--- src/rtl/seq_pkg.sv ---
package seq_pkg;

    typedef enum logic [2:0] {
        CYC_FETCH = 3'd0,
        CYC_MRD   = 3'd1,
        CYC_MWR   = 3'd2,
        CYC_IORD  = 3'd3,
        CYC_IOWR  = 3'd4
    } cyc_e;

    typedef enum logic [2:0] {
        OPC_NONE,
        OPC_MVI,
        OPC_MOVBM,
        OPC_IN,
        OPC_OUT,
        OPC_STA
    } opc_e;

    typedef enum logic [1:0] {
        DST_A,
        DST_B,
        DST_H,
        DST_L
    } dst_e;

    typedef enum logic [3:0] {
        ST_FETCH,
        ST_DECODE,
        ST_OPND_LO,
        ST_OPND_HI,
        ST_HL_READ,
        ST_IO_READ,
        ST_IO_WRITE,
        ST_MEM_WRITE,
        ST_RETIRE
    } st_e;

endpackage

--- src/rtl/seq_decode.sv ---
module seq_decode
    import seq_pkg::*;
(
    input  logic [7:0] opcode,
    output opc_e       cls,
    output dst_e       dst
);
    always_comb begin
        cls = OPC_NONE;
        dst = DST_A;
        unique case (opcode)
            8'h3E: begin cls = OPC_MVI; dst = DST_A; end
            8'h06: begin cls = OPC_MVI; dst = DST_B; end
            8'h26: begin cls = OPC_MVI; dst = DST_H; end
            8'h2E: begin cls = OPC_MVI; dst = DST_L; end
            8'h46: cls = OPC_MOVBM;
            8'hDB: cls = OPC_IN;
            8'hD3: cls = OPC_OUT;
            8'h32: cls = OPC_STA;
            default: cls = OPC_NONE;
        endcase
    end
endmodule

--- src/rtl/seq_tcount.sv ---
module seq_tcount #(
    parameter int TW      = 6,
    parameter int FETCH_T = 4,
    parameter int OTHER_T = 3
) (
    input  logic          clk,
    input  logic          rst_n,
    input  logic          start,
    input  logic          add,
    output logic [TW-1:0] count
);
    always_ff @(posedge clk or negedge rst_n) begin
        if (!rst_n)     count <= '0;
        else if (start) count <= TW'(FETCH_T);
        else if (add)   count <= count + TW'(OTHER_T);
    end
endmodule

--- src/rtl/instr_sequencer.sv ---
module instr_sequencer
    import seq_pkg::*;
#(
    parameter int ADDR_W   = 16,
    parameter int DATA_W   = 8,
    parameter int RESET_PC = 0,
    parameter int TW       = 6
) (
    input  logic              clk,
    input  logic              rst_n,
    output logic              bus_req,
    output logic [2:0]        bus_kind,
    output logic [ADDR_W-1:0] bus_addr,
    output logic [DATA_W-1:0] bus_wdata,
    input  logic              bus_done,
    input  logic [DATA_W-1:0] bus_rdata,
    output logic              instr_done,
    output logic [TW-1:0]     instr_tstates,
    output logic [ADDR_W-1:0] dbg_pc,
    output logic [DATA_W-1:0] dbg_acc,
    output logic [DATA_W-1:0] dbg_b,
    output logic [DATA_W-1:0] dbg_h,
    output logic [DATA_W-1:0] dbg_l
);
    localparam int HALF_W = ADDR_W / 2;

    st_e              state, state_nx;
    opc_e             cls;
    dst_e             dst;
    logic [DATA_W-1:0] opcode, opr_lo, opr_hi;
    logic [ADDR_W-1:0] pc;
    logic [DATA_W-1:0] acc, rb, rh, rl;
    logic              xfer;
    cyc_e              kind;

    assign xfer = bus_req && bus_done;

    seq_decode u_dec (
        .opcode (opcode),
        .cls    (cls),
        .dst    (dst)
    );

    seq_tcount #(.TW(TW), .FETCH_T(4), .OTHER_T(3)) u_tcnt (
        .clk   (clk),
        .rst_n (rst_n),
        .start (xfer && state == ST_FETCH),
        .add   (xfer && state != ST_FETCH),
        .count (instr_tstates)
    );

    always_comb begin
        state_nx = state;
        unique case (state)
            ST_FETCH:   if (xfer) state_nx = ST_DECODE;
            ST_DECODE: begin
                if (cls == OPC_NONE)       state_nx = ST_RETIRE;
                else if (cls == OPC_MOVBM) state_nx = ST_HL_READ;
                else                       state_nx = ST_OPND_LO;
            end
            ST_OPND_LO: if (xfer) begin
                if (cls == OPC_IN)       state_nx = ST_IO_READ;
                else if (cls == OPC_OUT) state_nx = ST_IO_WRITE;
                else if (cls == OPC_STA) state_nx = ST_OPND_HI;
                else                     state_nx = ST_RETIRE;
            end
            ST_OPND_HI:   if (xfer) state_nx = ST_MEM_WRITE;
            ST_HL_READ,
            ST_IO_READ,
            ST_IO_WRITE,
            ST_MEM_WRITE: if (xfer) state_nx = ST_RETIRE;
            ST_RETIRE:    state_nx = ST_FETCH;
            default:      state_nx = ST_FETCH;
        endcase
    end

    always_ff @(posedge clk or negedge rst_n) begin
        if (!rst_n) state <= ST_FETCH;
        else        state <= state_nx;
    end

    always_ff @(posedge clk or negedge rst_n) begin
        if (!rst_n) begin
            pc     <= ADDR_W'(RESET_PC);
            opcode <= '0;
            opr_lo <= '0;
            opr_hi <= '0;
            acc    <= '0;
            rb     <= '0;
            rh     <= '0;
            rl     <= '0;
        end else if (xfer) begin
            unique case (state)
                ST_FETCH: begin
                    opcode <= bus_rdata;
                    pc     <= pc + 1'b1;
                end
                ST_OPND_LO: begin
                    opr_lo <= bus_rdata;
                    pc     <= pc + 1'b1;
                    if (cls == OPC_MVI) begin
                        unique case (dst)
                            DST_A: acc <= bus_rdata;
                            DST_B: rb  <= bus_rdata;
                            DST_H: rh  <= bus_rdata;
                            DST_L: rl  <= bus_rdata;
                        endcase
                    end
                end
                ST_OPND_HI: begin
                    opr_hi <= bus_rdata;
                    pc     <= pc + 1'b1;
                end
                ST_HL_READ: rb  <= bus_rdata;
                ST_IO_READ: acc <= bus_rdata;
                default: ;
            endcase
        end
    end

    always_comb begin
        bus_req    = 1'b1;
        kind       = CYC_FETCH;
        bus_addr   = pc;
        bus_wdata  = '0;
        instr_done = 1'b0;
        unique case (state)
            ST_FETCH:     ;
            ST_OPND_LO,
            ST_OPND_HI:   kind = CYC_MRD;
            ST_HL_READ: begin
                kind     = CYC_MRD;
                bus_addr = {rh[HALF_W-1:0], rl[HALF_W-1:0]};
            end
            ST_IO_READ: begin
                kind     = CYC_IORD;
                bus_addr = {opr_lo[HALF_W-1:0], opr_lo[HALF_W-1:0]};
            end
            ST_IO_WRITE: begin
                kind      = CYC_IOWR;
                bus_addr  = {opr_lo[HALF_W-1:0], opr_lo[HALF_W-1:0]};
                bus_wdata = acc;
            end
            ST_MEM_WRITE: begin
                kind      = CYC_MWR;
                bus_addr  = {opr_hi[HALF_W-1:0], opr_lo[HALF_W-1:0]};
                bus_wdata = acc;
            end
            ST_RETIRE: begin
                bus_req    = 1'b0;
                instr_done = 1'b1;
            end
            default: bus_req = 1'b0;
        endcase
    end

    assign bus_kind = kind;
    assign dbg_pc   = pc;
    assign dbg_acc  = acc;
    assign dbg_b    = rb;
    assign dbg_h    = rh;
    assign dbg_l    = rl;

    AST_FETCH_AFTER_RETIRE: assert property (@(posedge clk) disable iff (!rst_n)
        instr_done |=> bus_req && bus_kind == 3'd0 && !instr_done);

    AST_REQ_HELD: assert property (@(posedge clk) disable iff (!rst_n)
        bus_req && !bus_done |=> bus_req && $stable(bus_kind) && $stable(bus_addr)
                                 && $stable(bus_wdata));

    AST_IO_LANES: assert property (@(posedge clk) disable iff (!rst_n)
        bus_req && (bus_kind == 3'd3 || bus_kind == 3'd4)
            |-> bus_addr[ADDR_W-1:HALF_W] == bus_addr[HALF_W-1:0]);

    AST_PC_AFTER_FETCH: assert property (@(posedge clk) disable iff (!rst_n)
        xfer && bus_kind == 3'd0 |=> dbg_pc == $past(dbg_pc) + 1'b1);

    AST_PC_HOLD: assert property (@(posedge clk) disable iff (!rst_n)
        xfer && bus_kind >= 3'd2 |=> $stable(dbg_pc));

    AST_TSTATE_SUM: assert property (@(posedge clk) disable iff (!rst_n)
        instr_done |-> instr_tstates inside {TW'(4), TW'(7), TW'(10), TW'(13),
                                             TW'(16), TW'(19)});

endmodule

--- config.mk ---
export PLATFORM = sky130hd
export DESIGN_NAME = instr_sequencer
export DESIGN_NICKNAME = d
export VERILOG_FILES = /design/src/rtl/seq_pkg.sv /design/src/rtl/seq_decode.sv /design/src/rtl/seq_tcount.sv /design/src/rtl/instr_sequencer.sv
export SDC_FILE = /design/constraint.sdc
export NUM_CORES = 1
export LEC_CHECK = 0
export ABC_AREA = 1
export BUFFER_PORTS_ARGS = -buffer_cell sky130_fd_sc_hd__buf_2
export CAP_MARGIN = 25
export CORE_MARGIN = 10
export CORE_UTILIZATION = 49
export DETAILED_ROUTE_END_ITERATION = 16
export PLACE_DENSITY = 0.76
export RECOVER_POWER = 100
export SLEW_MARGIN = 30
export SYNTH_ARGS = -nofsm -noshare
export SYNTH_HDL_FRONTEND = slang
export SYNTH_SLANG_ARGS = --single-unit
--- constraint.sdc ---
create_clock -name clk -period 1.53 [get_ports clk]
set_input_delay 0.2295 -clock clk [delete_from_list [all_inputs] [get_ports clk]]
set_output_delay 0.2295 -clock clk [all_outputs]
set_load 0.05 [all_outputs]
==> run metrics <==
sequential cell area fraction in the yosys report 49.1%; Die W 112 um; WL final 15700 um; cell-internal power 5.33 mW; hold crit path type primary input to register; Post-Layout Cell Count 781; Worst Skew 0.0119 ns; Synth Register Bits 82; Worst VDD drop 0.865 mV; Worst Tran Pin Value 0.726 ns; R2R Path Start state[2]$_DFFE_PN0P_; PD cells 1640 nW/um^2; leakage 3.03 nW; Top-Level Pins 94; Core Util, Final 76.8%; worst-skew pair later-pin latency 0.37 ns; total power 10.4 mW; final period utilization 136%; syn_nets 535; Tmin final 2.08 ns; status complete, but fails checks; TritonCTS clock tree done; Yosys cell types 35; reg2reg setup slack -0.18 ns; largest net degree at the start of global routing 36; Clk pwr share 16.6%; Max-Cap Viols 0; DRC viols 0; vias per inst 5.85; final setup vio count 96; Synth top area share 49.1%; max-slew violations 0; count leader, synth nand2_1; initial antenna violation count 0; sequential share of power 32.9%; vias in the first global route 4270; hold endpoint opcode[4]$_DFFE_PN0P_; Hold Crit Depth 3; PnR worst setup slack -0.546 ns; asr flop ratio synth 100%; Final ANT Viol Nets 0; die area 12600 um^2; top cell type by total area after synthesis dfrtp_1; Post-synth EDFFs 0; Crit-path slowest cell dfrtp_2; yosys warns 0; Vias 4569; Rows 33; synth top area cells dfrtp_1 49%, nand2_1 13%, inv_1 5.1%; H-tree levels 3; Initial DRC Count 297; Comb pwr share 50.5%; Max Root-Sink Buffers 2; Mapped Cells 522; Starting Density 50.6%; Syn Area/Cell 8.01 um^2; FF-to-FF End dbg_h[7]$_DFFE_PN0P_; failing checks setup timing; all-layer global routing usage 21.3%; Pre-antenna DRT Iters 6; number of CTS-inserted buffers 9; RSZ-0062 raised after global routing true; Hold Fails Final Rpt 0; area of the core 8260 um^2; Commonest cells post-synth 150 x nand2_1, 82 x dfrtp_1, 57 x inv_1; Worst setup SP type register; CP arrival 1.85 ns; switching share of power 48.7%; Antenna diodes 0; crit-path max FO 7; Syn Std Cell Area 4180 um^2; Area Growth Syn to Fin 51.6%; top_reg_cell synth dfrtp_1; required time of the worst setup path 1.30 ns; Buffers on Ports 93; Die Ht 112 um; Worst-path clk slew 0.09 ns; Hold Path Origin bus_rdata[4]; Max Clock Freq 0.482 GHz; fin nets 684; Final HPWL DP 9020 um; Worst path max stage delay 0.48 ns; Root Driver clkbuf_8; Worst setup EP type output pin; critical path class register to output pin; global route total overflow 0; layout cell share with drive strength beyond 1 45.6%; Psw 5.06 mW; TritonCTS sink count 82; critical-path cell list nor2_4, inv_2, a21oi_4, buf_6, o21ai_2, o211ai_1, buf_4; length in cells of the worst reg-to-reg path 12; max_slew headroom 51.6%; Placed Cells 740; first-pass GRT wire length 22000 um; Final GP Congestion 0.872; post-DR wirelength/cell 20.0 um
==> power by group through the flow <==
stage / Sequential [mW] / Combinational (mW) / Clock (mW)
after detailed placement: 3.31 / 4.16 / 0
after floorplan: 4.16 / 2.05 / 0
after global routing: 3.49 / 5.54 / 1.80
after global placement: 3.28 / 4.07 / 0
after CTS: 3.31 / 4.65 / 1.70
final: 3.42 / 5.24 / 1.73
==> placed cells by master (no fill, tap or decap), types with 7 or more instances in the layout <==
master,netlist,final
o21ai_2,9,18
nand2_4,5,14
buf_4,1,35
buf_2,5,9
buf_8,0,11
nor2_1,46,21
xor2_1,12,11
nand2_1,150,114
buf_6,3,29
nand2_8,0,7
dfrtp_1,82,71
inv_1,57,54
o21ai_0,30,14
nand3_1,23,14
nand3_2,3,9
clkbuf_2,0,55
dfrtp_2,0,11
o21ai_1,33,40
nand4_1,9,9
nor2_2,3,8
nor2_4,2,22
nand2_2,3,26
clkbuf_8,0,11
==> state kept, by name, summed over array words and instances (netlist names) <==
register and flops:
dbg_pc 16, dbg_acc 8, dbg_b 8, dbg_h 8, dbg_l 8, opcode 8
opr_hi 8, opr_lo 8, u_tcnt.count 6, state 4
==> metal layers <==
layer  vias up  track usage (%)  wire length, um
li1       1986                -                -
met1      2231             25.8             5780
met2       274             35.3             7640
met3        78             4.79             1460
met4         0             9.98              781
met5         -                0                0
==> area by class of cell <==
type | instances | area [um^2]
Inverter | 65 | 274
Sequential cell | 82 | 2070
Clock inverter | 5 | 61.3
Clock buffer | 11 | 151
Fill cell | 523 | 1920
Timing Repair Buffer | 149 | 1260
Tap cell | 105 | 131
Multi-Input combinational cell | 364 | 2390
==> repair_timing <==
| action | 4_1_cts | 5_1_grt |
|---|---|---|
| endpoints found under the setup margin | 84 | 110 |
| endpoints found under the hold margin | 26 | 0 |
| setup buffers | 12 | 15 |
| resized for setup | 135 | 96 |
| cloned | 3 | 3 |
| pin swaps | 16 | 31 |
| hold buffers | 1 | 0 |
==> worst max path at each step <==
stage                          from          end  slack (ns)  depth (start not counted)
4_1_cts        state[0]$_DFFE_PN0P_  bus_addr[1]       -0.48                          8
3_3_place_gp   state[1]$_DFFE_PN0P_  bus_addr[0]       -0.11                          8
5_1_grt        state[2]$_DFFE_PN0P_  bus_addr[0]       -0.59                          8
3_5_place_dp   state[1]$_DFFE_PN0P_  bus_addr[1]       -0.19                          8
6_report       state[0]$_DFFE_PN0P_  bus_addr[0]       -0.55                          7
2_1_floorplan  state[2]$_DFFE_PN0P_  bus_addr[0]       -0.18                          7
==> critical path: cells and delay by family, from the launching register on <==
family / cells / cell delay [ns]
AOI/OAI and AO/OA: 3 / 0.36
buffers and inverters: 3 / 0.48
DFF: 1 / 0.48
and+or+nand+nor: 1 / 0.15
==> metrics by stage <==
stage               setup WS, ns  hold WS (ns)  instance area [um^2]  TNS [ns]
CTS                       -0.479        0.0839                  5970    -16.01
floorplan                 -0.177       -0.0661                  4310     -4.36
finish                    -0.546        0.0848                  6340    -20.02
global placement          -0.112         0.178                  5160     -2.02
global route              -0.587         0.107                  6340    -29.00
detailed placement        -0.192         0.184                  5160     -4.71
==> cells by family after synthesis <==
family | count (synthesis) | synth area share [%]
AO/OA/AOI/OAI | 91 | 12.8
XOR/XNOR | 14 | 2.93
adder cells (fa/ha/maj) | 2 | 0.599
buffers and inverters | 79 | 8.05
flip-flops | 82 | 49.1
AND/OR/NAND/NOR | 254 | 26.6
(Power assumes the default switching activity.)
